$ cat src/rtl/can_irq_pkg.sv
package can_irq_pkg;
  localparam int SRC_COUNT   = 6;
  localparam int SRC_WARN    = 0;
  localparam int SRC_PASSIVE = 1;
  localparam int SRC_BUSOFF  = 2;
  localparam int SRC_TX      = 3;
  localparam int SRC_RX      = 4;
  localparam int SRC_OVF     = 5;

  localparam logic [1:0] ADDR_STATUS = 2'd0;
  localparam logic [1:0] ADDR_MASK   = 2'd1;
  localparam logic [1:0] ADDR_LEVEL  = 2'd2;
  localparam logic [1:0] ADDR_STATE  = 2'd3;

  typedef struct packed {
    logic                 wrMask;
    logic                 wrLevel;
    logic [SRC_COUNT-1:0] clrBits;
  } irq_strobe_t;
endpackage

$ cat src/rtl/can_err_cmp.sv
module can_err_cmp #(
  parameter int CNT_W       = 9,
  parameter int LVL_W       = 8,
  parameter int PASSIVE_LVL = 128,
  parameter int BUSOFF_LVL  = 256
) (
  input  logic [CNT_W-1:0] txErrCnt,
  input  logic [CNT_W-1:0] rxErrCnt,
  input  logic [LVL_W-1:0] warnLevel,
  output logic [2:0]       errLevels
);
  localparam logic [CNT_W-1:0] PASSIVE_V = CNT_W'(PASSIVE_LVL);
  localparam logic [CNT_W-1:0] BUSOFF_V  = CNT_W'(BUSOFF_LVL);

  logic [CNT_W-1:0] maxCnt;
  logic [CNT_W-1:0] warnExt;

  assign maxCnt  = (txErrCnt > rxErrCnt) ? txErrCnt : rxErrCnt;
  assign warnExt = CNT_W'(warnLevel);

  assign errLevels[0] = maxCnt > warnExt;
  assign errLevels[1] = maxCnt >= PASSIVE_V;
  assign errLevels[2] = txErrCnt >= BUSOFF_V;
endmodule

$ cat src/rtl/can_irq_ctrl.sv
module can_irq_ctrl
  import can_irq_pkg::*;
#(
  parameter int DATA_W = 8
) (
  input  logic              clk,
  input  logic              rstN,
  input  logic              regWrEn,
  input  logic [1:0]        regAddr,
  input  logic [DATA_W-1:0] regWrData,
  output irq_strobe_t       strobes
);
  logic unusedWrBits;
  assign unusedWrBits = ^regWrData;

  always_comb begin
    strobes         = '0;
    strobes.wrMask  = regWrEn && (regAddr == ADDR_MASK);
    strobes.wrLevel = regWrEn && (regAddr == ADDR_LEVEL);
    if (regWrEn && (regAddr == ADDR_STATUS))
      strobes.clrBits = regWrData[SRC_COUNT-1:0];
  end

  AST_ONE_TARGET: assert property (@(posedge clk) disable iff (!rstN)
    $onehot0({strobes.wrMask, strobes.wrLevel, |strobes.clrBits}));
  AST_NO_WRITE_NO_STROBE: assert property (@(posedge clk) disable iff (!rstN)
    !regWrEn |-> (strobes == '0));
endmodule

$ cat src/rtl/can_irq_datapath.sv
module can_irq_datapath
  import can_irq_pkg::*;
#(
  parameter int CNT_W       = 9,
  parameter int LVL_W       = 8,
  parameter int DATA_W      = 8,
  parameter int PASSIVE_LVL = 128,
  parameter int BUSOFF_LVL  = 256,
  parameter int WARN_RST    = 96
) (
  input  logic              clk,
  input  logic              rstN,
  input  logic [CNT_W-1:0]  txErrCnt,
  input  logic [CNT_W-1:0]  rxErrCnt,
  input  logic              evTxDone,
  input  logic              evRxDone,
  input  logic              evRxOverflow,
  input  irq_strobe_t       strobes,
  input  logic [1:0]        regAddr,
  input  logic [DATA_W-1:0] regWrData,
  output logic [DATA_W-1:0] regRdData,
  output logic              irqOut
);
  logic [2:0]           condNow;
  logic [2:0]           condQ;
  logic [SRC_COUNT-1:0] setVec;
  logic [SRC_COUNT-1:0] statusQ;
  logic [SRC_COUNT-1:0] maskQ;
  logic [LVL_W-1:0]     levelQ;

  can_err_cmp #(
    .CNT_W(CNT_W), .LVL_W(LVL_W),
    .PASSIVE_LVL(PASSIVE_LVL), .BUSOFF_LVL(BUSOFF_LVL)
  ) u_cmp (
    .txErrCnt (txErrCnt),
    .rxErrCnt (rxErrCnt),
    .warnLevel(levelQ),
    .errLevels(condNow)
  );

  always_ff @(posedge clk) begin
    if (!rstN) condQ <= '0;
    else       condQ <= condNow;
  end

  assign setVec = {evRxOverflow, evRxDone, evTxDone, condNow & ~condQ};

  for (genvar i = 0; i < SRC_COUNT; i++) begin : g_status
    always_ff @(posedge clk) begin
      if (!rstN)          statusQ[i] <= 1'b0;
      else if (setVec[i]) statusQ[i] <= 1'b1;
      else if (strobes.clrBits[i]) statusQ[i] <= 1'b0;
    end
    AST_CLEAR_TAKES: assert property (@(posedge clk) disable iff (!rstN)
      (strobes.clrBits[i] && !setVec[i]) |=> !statusQ[i]);
    AST_SET_WINS: assert property (@(posedge clk) disable iff (!rstN)
      setVec[i] |=> statusQ[i]);
  end

  always_ff @(posedge clk) begin
    if (!rstN) begin
      maskQ  <= '0;
      levelQ <= LVL_W'(WARN_RST);
      irqOut <= 1'b0;
    end else begin
      if (strobes.wrMask)  maskQ  <= regWrData[SRC_COUNT-1:0];
      if (strobes.wrLevel) levelQ <= regWrData[LVL_W-1:0];
      irqOut <= |(statusQ & maskQ);
    end
  end

  always_comb begin
    case (regAddr)
      ADDR_STATUS: regRdData = DATA_W'(statusQ);
      ADDR_MASK:   regRdData = DATA_W'(maskQ);
      ADDR_LEVEL:  regRdData = DATA_W'(levelQ);
      default:     regRdData = DATA_W'(condQ);
    endcase
  end

  AST_PASSIVE_ENTRY: assert property (@(posedge clk) disable iff (!rstN)
    (condNow[SRC_PASSIVE] && !condQ[SRC_PASSIVE]) |=> statusQ[SRC_PASSIVE]);
  AST_BUSOFF_CAUSE: assert property (@(posedge clk) disable iff (!rstN)
    $rose(statusQ[SRC_BUSOFF]) |-> $past(txErrCnt >= CNT_W'(BUSOFF_LVL)));
  AST_LEVEL_HOLD: assert property (@(posedge clk) disable iff (!rstN)
    !strobes.wrLevel |=> $stable(levelQ));
  AST_NO_RETRIGGER: assert property (@(posedge clk) disable iff (!rstN)
    $rose(statusQ[SRC_WARN]) |-> !$past(condQ[SRC_WARN]));
  AST_TX_EVENT: assert property (@(posedge clk) disable iff (!rstN)
    evTxDone |=> statusQ[SRC_TX]);
  AST_IRQ_IDLE: assert property (@(posedge clk) disable iff (!rstN)
    ((statusQ & maskQ) == '0) |=> !irqOut);
endmodule

$ cat src/rtl/can_err_irq.sv
module can_err_irq
  import can_irq_pkg::*;
#(
  parameter int CNT_W       = 9,
  parameter int LVL_W       = 8,
  parameter int DATA_W      = 8,
  parameter int PASSIVE_LVL = 128,
  parameter int BUSOFF_LVL  = 256,
  parameter int WARN_RST    = 96
) (
  input  logic              clk,
  input  logic              rstN,
  input  logic [CNT_W-1:0]  txErrCnt,
  input  logic [CNT_W-1:0]  rxErrCnt,
  input  logic              evTxDone,
  input  logic              evRxDone,
  input  logic              evRxOverflow,
  input  logic              regWrEn,
  input  logic [1:0]        regAddr,
  input  logic [DATA_W-1:0] regWrData,
  output logic [DATA_W-1:0] regRdData,
  output logic              irqOut
);
  irq_strobe_t strobes;

  can_irq_ctrl #(.DATA_W(DATA_W)) u_ctrl (
    .clk      (clk),
    .rstN     (rstN),
    .regWrEn  (regWrEn),
    .regAddr  (regAddr),
    .regWrData(regWrData),
    .strobes  (strobes)
  );

  can_irq_datapath #(
    .CNT_W(CNT_W), .LVL_W(LVL_W), .DATA_W(DATA_W),
    .PASSIVE_LVL(PASSIVE_LVL), .BUSOFF_LVL(BUSOFF_LVL), .WARN_RST(WARN_RST)
  ) u_dp (
    .clk         (clk),
    .rstN        (rstN),
    .txErrCnt    (txErrCnt),
    .rxErrCnt    (rxErrCnt),
    .evTxDone    (evTxDone),
    .evRxDone    (evRxDone),
    .evRxOverflow(evRxOverflow),
    .strobes     (strobes),
    .regAddr     (regAddr),
    .regWrData   (regWrData),
    .regRdData   (regRdData),
    .irqOut      (irqOut)
  );
endmodule

$ cat config.mk
export PLATFORM = sky130hd
export DESIGN_NAME = can_err_irq
export DESIGN_NICKNAME = d
export VERILOG_FILES = /design/src/rtl/can_irq_pkg.sv /design/src/rtl/can_err_cmp.sv /design/src/rtl/can_irq_ctrl.sv /design/src/rtl/can_irq_datapath.sv /design/src/rtl/can_err_irq.sv
export SDC_FILE = /design/constraint.sdc
export NUM_CORES = 1
export LEC_CHECK = 0
export ABC_AREA = 1
export BUFFER_PORTS_ARGS = -buffer_cell sky130_fd_sc_hd__buf_2
export CAP_MARGIN = 20
export CORE_ASPECT_RATIO = 0.6
export CORE_UTILIZATION = 48
export CTS_BUF_LIST = sky130_fd_sc_hd__clkbuf_16
export CTS_CLUSTER_SIZE = 20
export DETAILED_ROUTE_END_ITERATION = 10
export PLACE_DENSITY = 0.76
export SLEW_MARGIN = 10
export SYNTH_ARGS = -nofsm -noshare
export SYNTH_HDL_FRONTEND = slang
export SYNTH_SLANG_ARGS = --single-unit
$ cat constraint.sdc
create_clock -name clk -period 2.3 [get_ports clk]
set_clock_uncertainty 0.1 [all_clocks]
set_input_delay 0.345 -clock clk [delete_from_list [all_inputs] [get_ports clk]]
set_output_delay 0.345 -clock clk [all_outputs]
set_load 0.03 [all_outputs]
==> results of run 1 <==
cell families (layout without fill, tap and decap cells):
group / after synthesis / after routing
and+or+nand+nor: 92 / 93
AOI/OAI and AO/OA: 53 / 53
DFF: 24 / 24
adders and majority gates: 17 / 17
buffers and inverters: 50 / 119
sequential cells by signal, indices dropped and copies added (netlist names):
name,count
u_dp.statusQ,6
u_dp.condQ,3
u_dp.levelQ,8
u_dp.irqOut,1
u_dp.maskQ,6
layer usage:
layer | global-route usage [%] | up-vias | routed length (um)
li1 | - | 910 | -
met3 | 5.33 | 10 | 356
met4 | 7.41 | 0 | 93
met5 | 0 | - | 0
met1 | 34.8 | 841 | 2170
met2 | 45.0 | 82 | 2170
cells in the final DEF (no fill, tap or decap):
master      n
nand2_8     1
nor2_4      5
o21ai_0     2
nand2_1    46
a21oi_2    13
o21ai_1     9
a21oi_4     1
inv_2       8
inv_12      1
nand3_2     1
a221oi_1    1
and2_4      1
nor2_1      9
o21ai_2     3
o22ai_1     2
ha_4        9
clkbuf_16   3
a21oi_1    14
a41oi_1     1
inv_4       6
o2111ai_1   1
a31oi_1     1
dfxtp_1    24
nand3_4     2
o211ai_1    2
nand2_2     6
buf_6       4
nand2_4     4
nor2_2      6
buf_4      30
inv_1      29
nor2_8      1
nand4_1     1
buf_2      36
nand3_1    10
inv_8       1
buf_8       1
o221ai_1    3
ha_1        8
per-stage QoR:
step           total power, mW  TNS, ps  cell area (sq um)
4_1_cts                   1.30    -94.8               2480
2_1_floorplan            0.749     -218               1850
6_report                  1.33     -347               2510
5_1_grt                   1.40     -629               2510
3_3_place_gp             0.883     -724               2270
3_5_place_dp             0.890     -835               2270
synthesized netlist by cell type, types with 3 or more instances:
library cell	count
dfxtp_1	24
nand2_1	52
inv_1	37
a21oi_1	16
a21oi_2	12
nor2_2	6
nand3_1	11
o21ai_2	3
nand2_2	3
nor2_1	12
ha_1	17
o221ai_1	3
o21ai_1	9
inv_2	7
final cells by class:
cell class                      instances  area, sq um
Sequential cell                        24          480
Multi-Input combinational cell        163         1230
Fill cell                             255          796
Timing Repair Buffer                   71          465
Tap cell                               45         56.3
Inverter                               45          204
Clock buffer                            3         75.1
power by group:
| group | switching [mW] | leakage [nW] | total, mW | internal [mW] |
|---|---|---|---|---|
| Clock | 0.143 | 0.0370 | 0.373 | 0.230 |
| Combinational | 0.276 | 0.953 | 0.485 | 0.210 |
| Sequential | 0.0198 | 0.198 | 0.469 | 0.449 |
| Total | 0.439 | 1.19 | 1.33 | 0.889 |
how the worst max path moves through the flow:
stage | from | endpoint | slack, ps
after detailed placement | rxErrCnt[6] | u_dp.statusQ[0]$_SDFFE_PN0P_ | -470
final | rxErrCnt[8] | u_dp.statusQ[0]$_SDFFE_PN0P_ | -240
after global placement | rxErrCnt[6] | u_dp.statusQ[0]$_SDFFE_PN0P_ | -410
after global routing | rxErrCnt[2] | u_dp.statusQ[0]$_SDFFE_PN0P_ | -390
after CTS | rxErrCnt[8] | u_dp.statusQ[0]$_SDFFE_PN0P_ | -90
after floorplan | rxErrCnt[6] | u_dp.statusQ[0]$_SDFFE_PN0P_ | -150
tightest hold or removal path, cell delays in order:
cell	delay, ps
buf_2	70
a21oi_1	30
nor2_1	70
timing repair:
item	in CTS	in global routing
pin swaps	21	1
setup buffers	3	0
hold buffers	0	0
gates resized for setup	26	3
endpoints found under the setup margin	2	2
gates cloned	1	0
==> run metrics, run 1 <==
slowest cell delay on critical path=approximately 280 ps; clock sink count=24; Final setup viols=2; CTS tree=built; Yosys Warn Count=0; Post-synth EDFFs=0; Finished Layout Cells=~350; antenna cells=0; initial antenna violation count=0; Placer Congestion=around 0.85; syn_area_per_cell=roughly 7.2 sq um; DRC Markers=0; complex-gate fraction of the synthesized area=20.8%; Power Density=around 530 mW/mm^2; Die X=just under 80 um; fin crit share=110%; Distinct cells, synth=31; maximum vdd drop=around 0.50 mV; status=complete, but fails checks; share of async-settable or async-resettable flops after synthesis=0%; Netlist Area Pre-Place=0.00169 sq mm; Least-Margin Pin Slew=387 ps; Most Frequent Cell on Critical Path=nand2_1; relative slew slack=between 70% and 80%; Hold Path Cell Cnt=3; largest family of logic cells by synthesized area=simple AND/OR/NAND/NOR gates; Area growth syn-to-layout=48.0%; wire per inst=approximately 14 um; DR iter-0 viols=between 150 and 200; first-pass iteration count of the detailed router=5; Min Hold Slack=193 ps; GRT overflow=0; Initial Util=51.3%; crit-path leading delay family=simple AND/OR/NAND/NOR gates; first-pass GRT wire length=7410 um; CP Launch Type=primary input; CP cell instances=buf_6 > inv_4 > ha_4 > nand2_4 > nor2_4 > nand2_2 > nand3_4 > nand2_4 > buf_4 > nor2_2 > a21oi_2 > ha_1 > nand2_1 > inv_1 > nand2_1 > nand2_1 > nand2_1 > nand2_1 > nand2_1 > nand2_1 > nand2_1 > nand2_1; simple-gate share of the synthesized area=26.0%; CTS Buffer Depth=2; top post-synthesis cells by area=dfxtp_1 (28%), ha_1 (13%), nand2_1 (12%); Routed Wire Length=4790 um; nature of the critical path endpoint=flop; minimum clock period after layout=2540 ps; capture point of the worst reg-to-reg path=u_dp.statusQ[0]$_SDFFE_PN0P_; row count=16; worst r2r src=u_dp.levelQ[4]$_SDFFE_PN0P_; maximum clock rate=between 0.3 and 0.4 GHz; Clock Latency Late Sink=~260 ps; crit path kind=in2reg; worst path required time=~2300 ps; Gate Count Post-Synth=around 240; Die Y=between 40 and 50 um; flop2flop setup slack=roughly 600 ps; post-synth net total=approximately 290; Final Util=about three quarters; Placed Instances=between 300 and 400; TritonCTS buffer count=3; share of cells above drive strength 1=46.7%; routed via count=1843; R2R depth=14; Worst Path Buf+Inv=4; max_cap viols=0; failing checks=negative setup slack; post-synthesis mux area share=0%; slowest cell on the critical path=ha_1; Most used DFF post-synth=dfxtp_1; Yosys top cell area share=between 20 and 30%; total track usage=26.3%; vias in the first global route=1602; Adder-Cell Fraction of Synth Area=approximately an eighth; flops & latches, synth=24; worst endpoint data arrival time=roughly 2600 ps; DRT antenna net count=0; Leakage=roughly 1.2 nW; Core Region=between 0.003 and 0.004 sq mm; HPWL after DPL=between 3000 and 4000 um; root buffer cell=clkbuf_16; sequential fraction of the synthesis area=between 20% and 30%; port bufs=42; I/O pin cnt=43; setup slack at placement=-468 ps; cell count along the critical path=22; Total Nets Final=359; Fin. Hold Viols=0; die footprint=0.00378 sq mm; via/cell ratio=5.25; xor-xnor portion of the synthesized cell area=0%; fin worst setup slack=-237 ps; post-synth top area cell=dfxtp_1; largest net degree at the start of global routing=21; worst min-delay path class=in2reg; H-tree depth=1; hold_sp=evRxOverflow; Pins Over Slew Limit=0; Worst Hold End=u_dp.statusQ[5]$_SDFFE_PN0P_; RSZ-0062 raised after global routing=yes; Worst-path clk slew=60 ps; worst-path maximum fanout=6
Power figures use the tool's default switching activity.
==> inputs of run 2 (changes only) <==
--- a/config.mk
+++ b/config.mk
@@ -14,6 +14,8 @@
 export CTS_CLUSTER_SIZE = 20
 export DETAILED_ROUTE_END_ITERATION = 10
 export PLACE_DENSITY = 0.76
+export REMOVE_ABC_BUFFERS = 1
+export SETUP_SLACK_MARGIN = 0.1
 export SLEW_MARGIN = 10
 export SYNTH_ARGS = -nofsm -noshare
 export SYNTH_HDL_FRONTEND = slang
==> run metrics, run 2 (synthesized netlist as in run 1, its figures left out) <==
status=complete, but fails checks (unchanged); failing checks=negative setup slack (unchanged); port bufs=42 (unchanged); commonest non-fill, non-tap cell in the layout=nand2_1 (unchanged); RSZ-0062 raised after global routing=yes (unchanged); Routed Wire Length=4910 um (was 4790 um); Hold Path Cell Cnt=3 (unchanged); maximum vdd drop=0.344 mV (was 0.502 mV); worst min-delay path class=in2reg (unchanged); wire per inst=13.9 um (was 13.6 um); Power Density=525 mW/mm^2 (was 529 mW/mm^2); Initial Util=51.3% (unchanged); TritonCTS buffer count=3 (unchanged); worst-path maximum fanout=5 (was 6); first-pass iteration count of the detailed router=5 (unchanged); Placer Congestion=0.832 (was 0.846); largest net degree at the start of global routing=21 (unchanged); fin crit share=105% (was 110%); hold_sp=evRxOverflow (unchanged); Die X=78.7 um (unchanged); Clk pwr share=27.6% (was 28.1%); vias in the first global route=1548 (was 1602); capture point of the worst reg-to-reg path=u_dp.statusQ[0]$_SDFFE_PN0P_ (unchanged); root buffer cell=clkbuf_16 (unchanged); first-pass GRT wire length=7200 um (was 7410 um); clock sink count=24 (unchanged); Largest Register=u_dp.levelQ (unchanged); CP Launch Type=primary input (unchanged); initial antenna violation count=0 (unchanged); Total Nets Final=361 (was 359); Clock Latency Late Sink=260 ps (about the same); Largest register FFs=8 (unchanged); worst path required time=2350 ps (was 2340 ps); H-tree depth=1 (unchanged); post-cts hold buffer count=0 (unchanged); share of cells above drive strength 1=48.7% (was 46.7%); maximum clock rate=0.412 GHz (was 0.394 GHz); overall power=1.36 mW (was 1.33 mW); max_cap viols=0 (unchanged); worst endpoint data arrival time=2480 ps (was 2580 ps); Seq pwr share=34.4% (was 35.3%); worst r2r src=u_dp.levelQ[3]$_SDFFE_PN0P_ (was u_dp.levelQ[4]$_SDFFE_PN0P_); routed via count=1847 (was 1843); R2R depth=14 (unchanged); Psw=446 uW (was 439 uW); I/O pin cnt=43 (unchanged); switching part of the total=32.9% (was 33.1%); Pins Over Slew Limit=0 (unchanged); GRT overflow=0 (unchanged); CTS tree=built (unchanged); nature of the critical path endpoint=flop (unchanged); minimum clock period after layout=2420 ps (was 2540 ps); HPWL after DPL=3330 um (was 3230 um); Worst Hold End=u_dp.statusQ[5]$_SDFFE_PN0P_ (unchanged); die footprint=0.00378 sq mm (unchanged); flop2flop setup slack=660 ps (was 600 ps); antenna cells=0 (unchanged); via/cell ratio=5.23 (was 5.25); Finished Layout Cells=353 (was 351); crit path kind=in2reg (unchanged); CTS Buffer Depth=2 (unchanged); relative slew slack=72.2% (was 74.1%); most frequent cells in the layout=nand2_1 (42), buf_2 (30), buf_4 (30) (was nand2_1 (46), buf_2 (36), buf_4 (30)); total track usage=25.6% (was 26.3%); DRT antenna net count=0 (unchanged); DRC Markers=0 (unchanged); Leakage=1.22 nW (was 1.19 nW); Layout fillers=230 (was 255); Final setup viols=2 (unchanged); Placed Instances=343 (was 344); largest registers=u_dp.levelQ (8), u_dp.maskQ (6), u_dp.statusQ (6) (unchanged); Die Y=48.0 um (unchanged); Area growth syn-to-layout=52.6% (was 48.0%); Least-Margin Pin Slew=415 ps (was 387 ps); Worst-path clk slew=60 ps (about the same); Internal=910 uW (was 889 uW); combinational fraction of design power=38.0% (was 36.6%); DR iter-0 viols=112 (was 164); fin worst setup slack=-125 ps (was -237 ps); Core Region=0.00330 sq mm (unchanged); Fin. Hold Viols=0 (unchanged); row count=16 (unchanged)
-- run 2: worst max path at each step --
stage	startpoint	slack, ps	endpoint	depth (start not counted)
2_1_floorplan	rxErrCnt[8]	-140	u_dp.statusQ[0]$_SDFFE_PN0P_	22
3_3_place_gp	txErrCnt[8]	-330	u_dp.statusQ[0]$_SDFFE_PN0P_	22
3_5_place_dp	rxErrCnt[4]	-430	u_dp.statusQ[0]$_SDFFE_PN0P_	23
4_1_cts	rxErrCnt[6]	-60	u_dp.statusQ[0]$_SDFFE_PN0P_	23
5_1_grt	rxErrCnt[8]	-250	u_dp.statusQ[0]$_SDFFE_PN0P_	23
6_report	rxErrCnt[8]	-120	u_dp.statusQ[0]$_SDFFE_PN0P_	23
-- run 2: repair_timing --
| item | in CTS | in global routing |
|---|---|---|
| cloned | 1 | 0 |
| gates resized for setup | 51 | 15 |
| endpoints found under the setup margin | 2 | 2 |
| pin swaps | 32 | 12 |
| setup buffers | 4 | 2 |
-- run 2: final cells by class --
cell class | instances | area (sq um) | area share (%)
well taps | 45 | 56.3 | 2.18
flip-flops and latches | 24 | 480 | 18.6
multi-input cells | 163 | 1260 | 48.9
clock buffers | 3 | 75.1 | 2.90
inverters | 45 | 179 | 6.92
repair buffers | 73 | 531 | 20.5
-- run 2: per-layer routing --
layer  global-route usage [%]  vias to the layer above  part of all wire [%]
li1                         -                      919                     -
met1                     35.2                      837                    45
met2                     43.7                       83                    46
met3                     5.33                        8                   7.9
met4                     2.22                        0                  0.98
met5                        0                        -                     0
-- run 2: critical path: stages --
cell     delay (ps)
buf_6            80
inv_4            30
ha_4            270
nand2_4          60
nor2_4          150
nand3_2         130
nand3_4         150
nand2_8         100
nor2_1          140
a21oi_2          50
ha_1            280
nand2_2         100
nor2_4           40
nand2_2          70
nand3_2          80
nand2_1          70
nand2_1          40
nand2_1          50
nand2_1          50
nand2_1          50
nand2_1          60
nand2_1          50
nand2_1          40
-- run 2: power by group through the flow --
| stage | combinational (mW) | sequential, mW | clock [mW] |
|---|---|---|---|
| 2_1_floorplan | 0.234 | 0.473 | 0 |
| 3_3_place_gp | 0.375 | 0.474 | 0 |
| 3_5_place_dp | 0.386 | 0.475 | 0 |
| 4_1_cts | 0.466 | 0.466 | 0.374 |
| 5_1_grt | 0.561 | 0.470 | 0.399 |
| 6_report | 0.515 | 0.467 | 0.374 |
-- run 2: metrics by stage --
| step | instance area [sq um] | setup TNS, ps | worst slack (ps) | hold WS, ps | utilization, % |
|---|---|---|---|---|---|
| after global placement | 2120 | -581 | -332 | 321 | 64.3 |
| after detailed placement | 2120 | -771 | -429 | 331 | 64.3 |
| after CTS | 2500 | -57.4 | -57.4 | 200 | 75.6 |
| final | 2580 | -163 | -125 | 199 | 78.3 |
| after floorplan | 1660 | -199 | -139 | 313 | - |
| after global routing | 2580 | -400 | -253 | 215 | 78.3 |
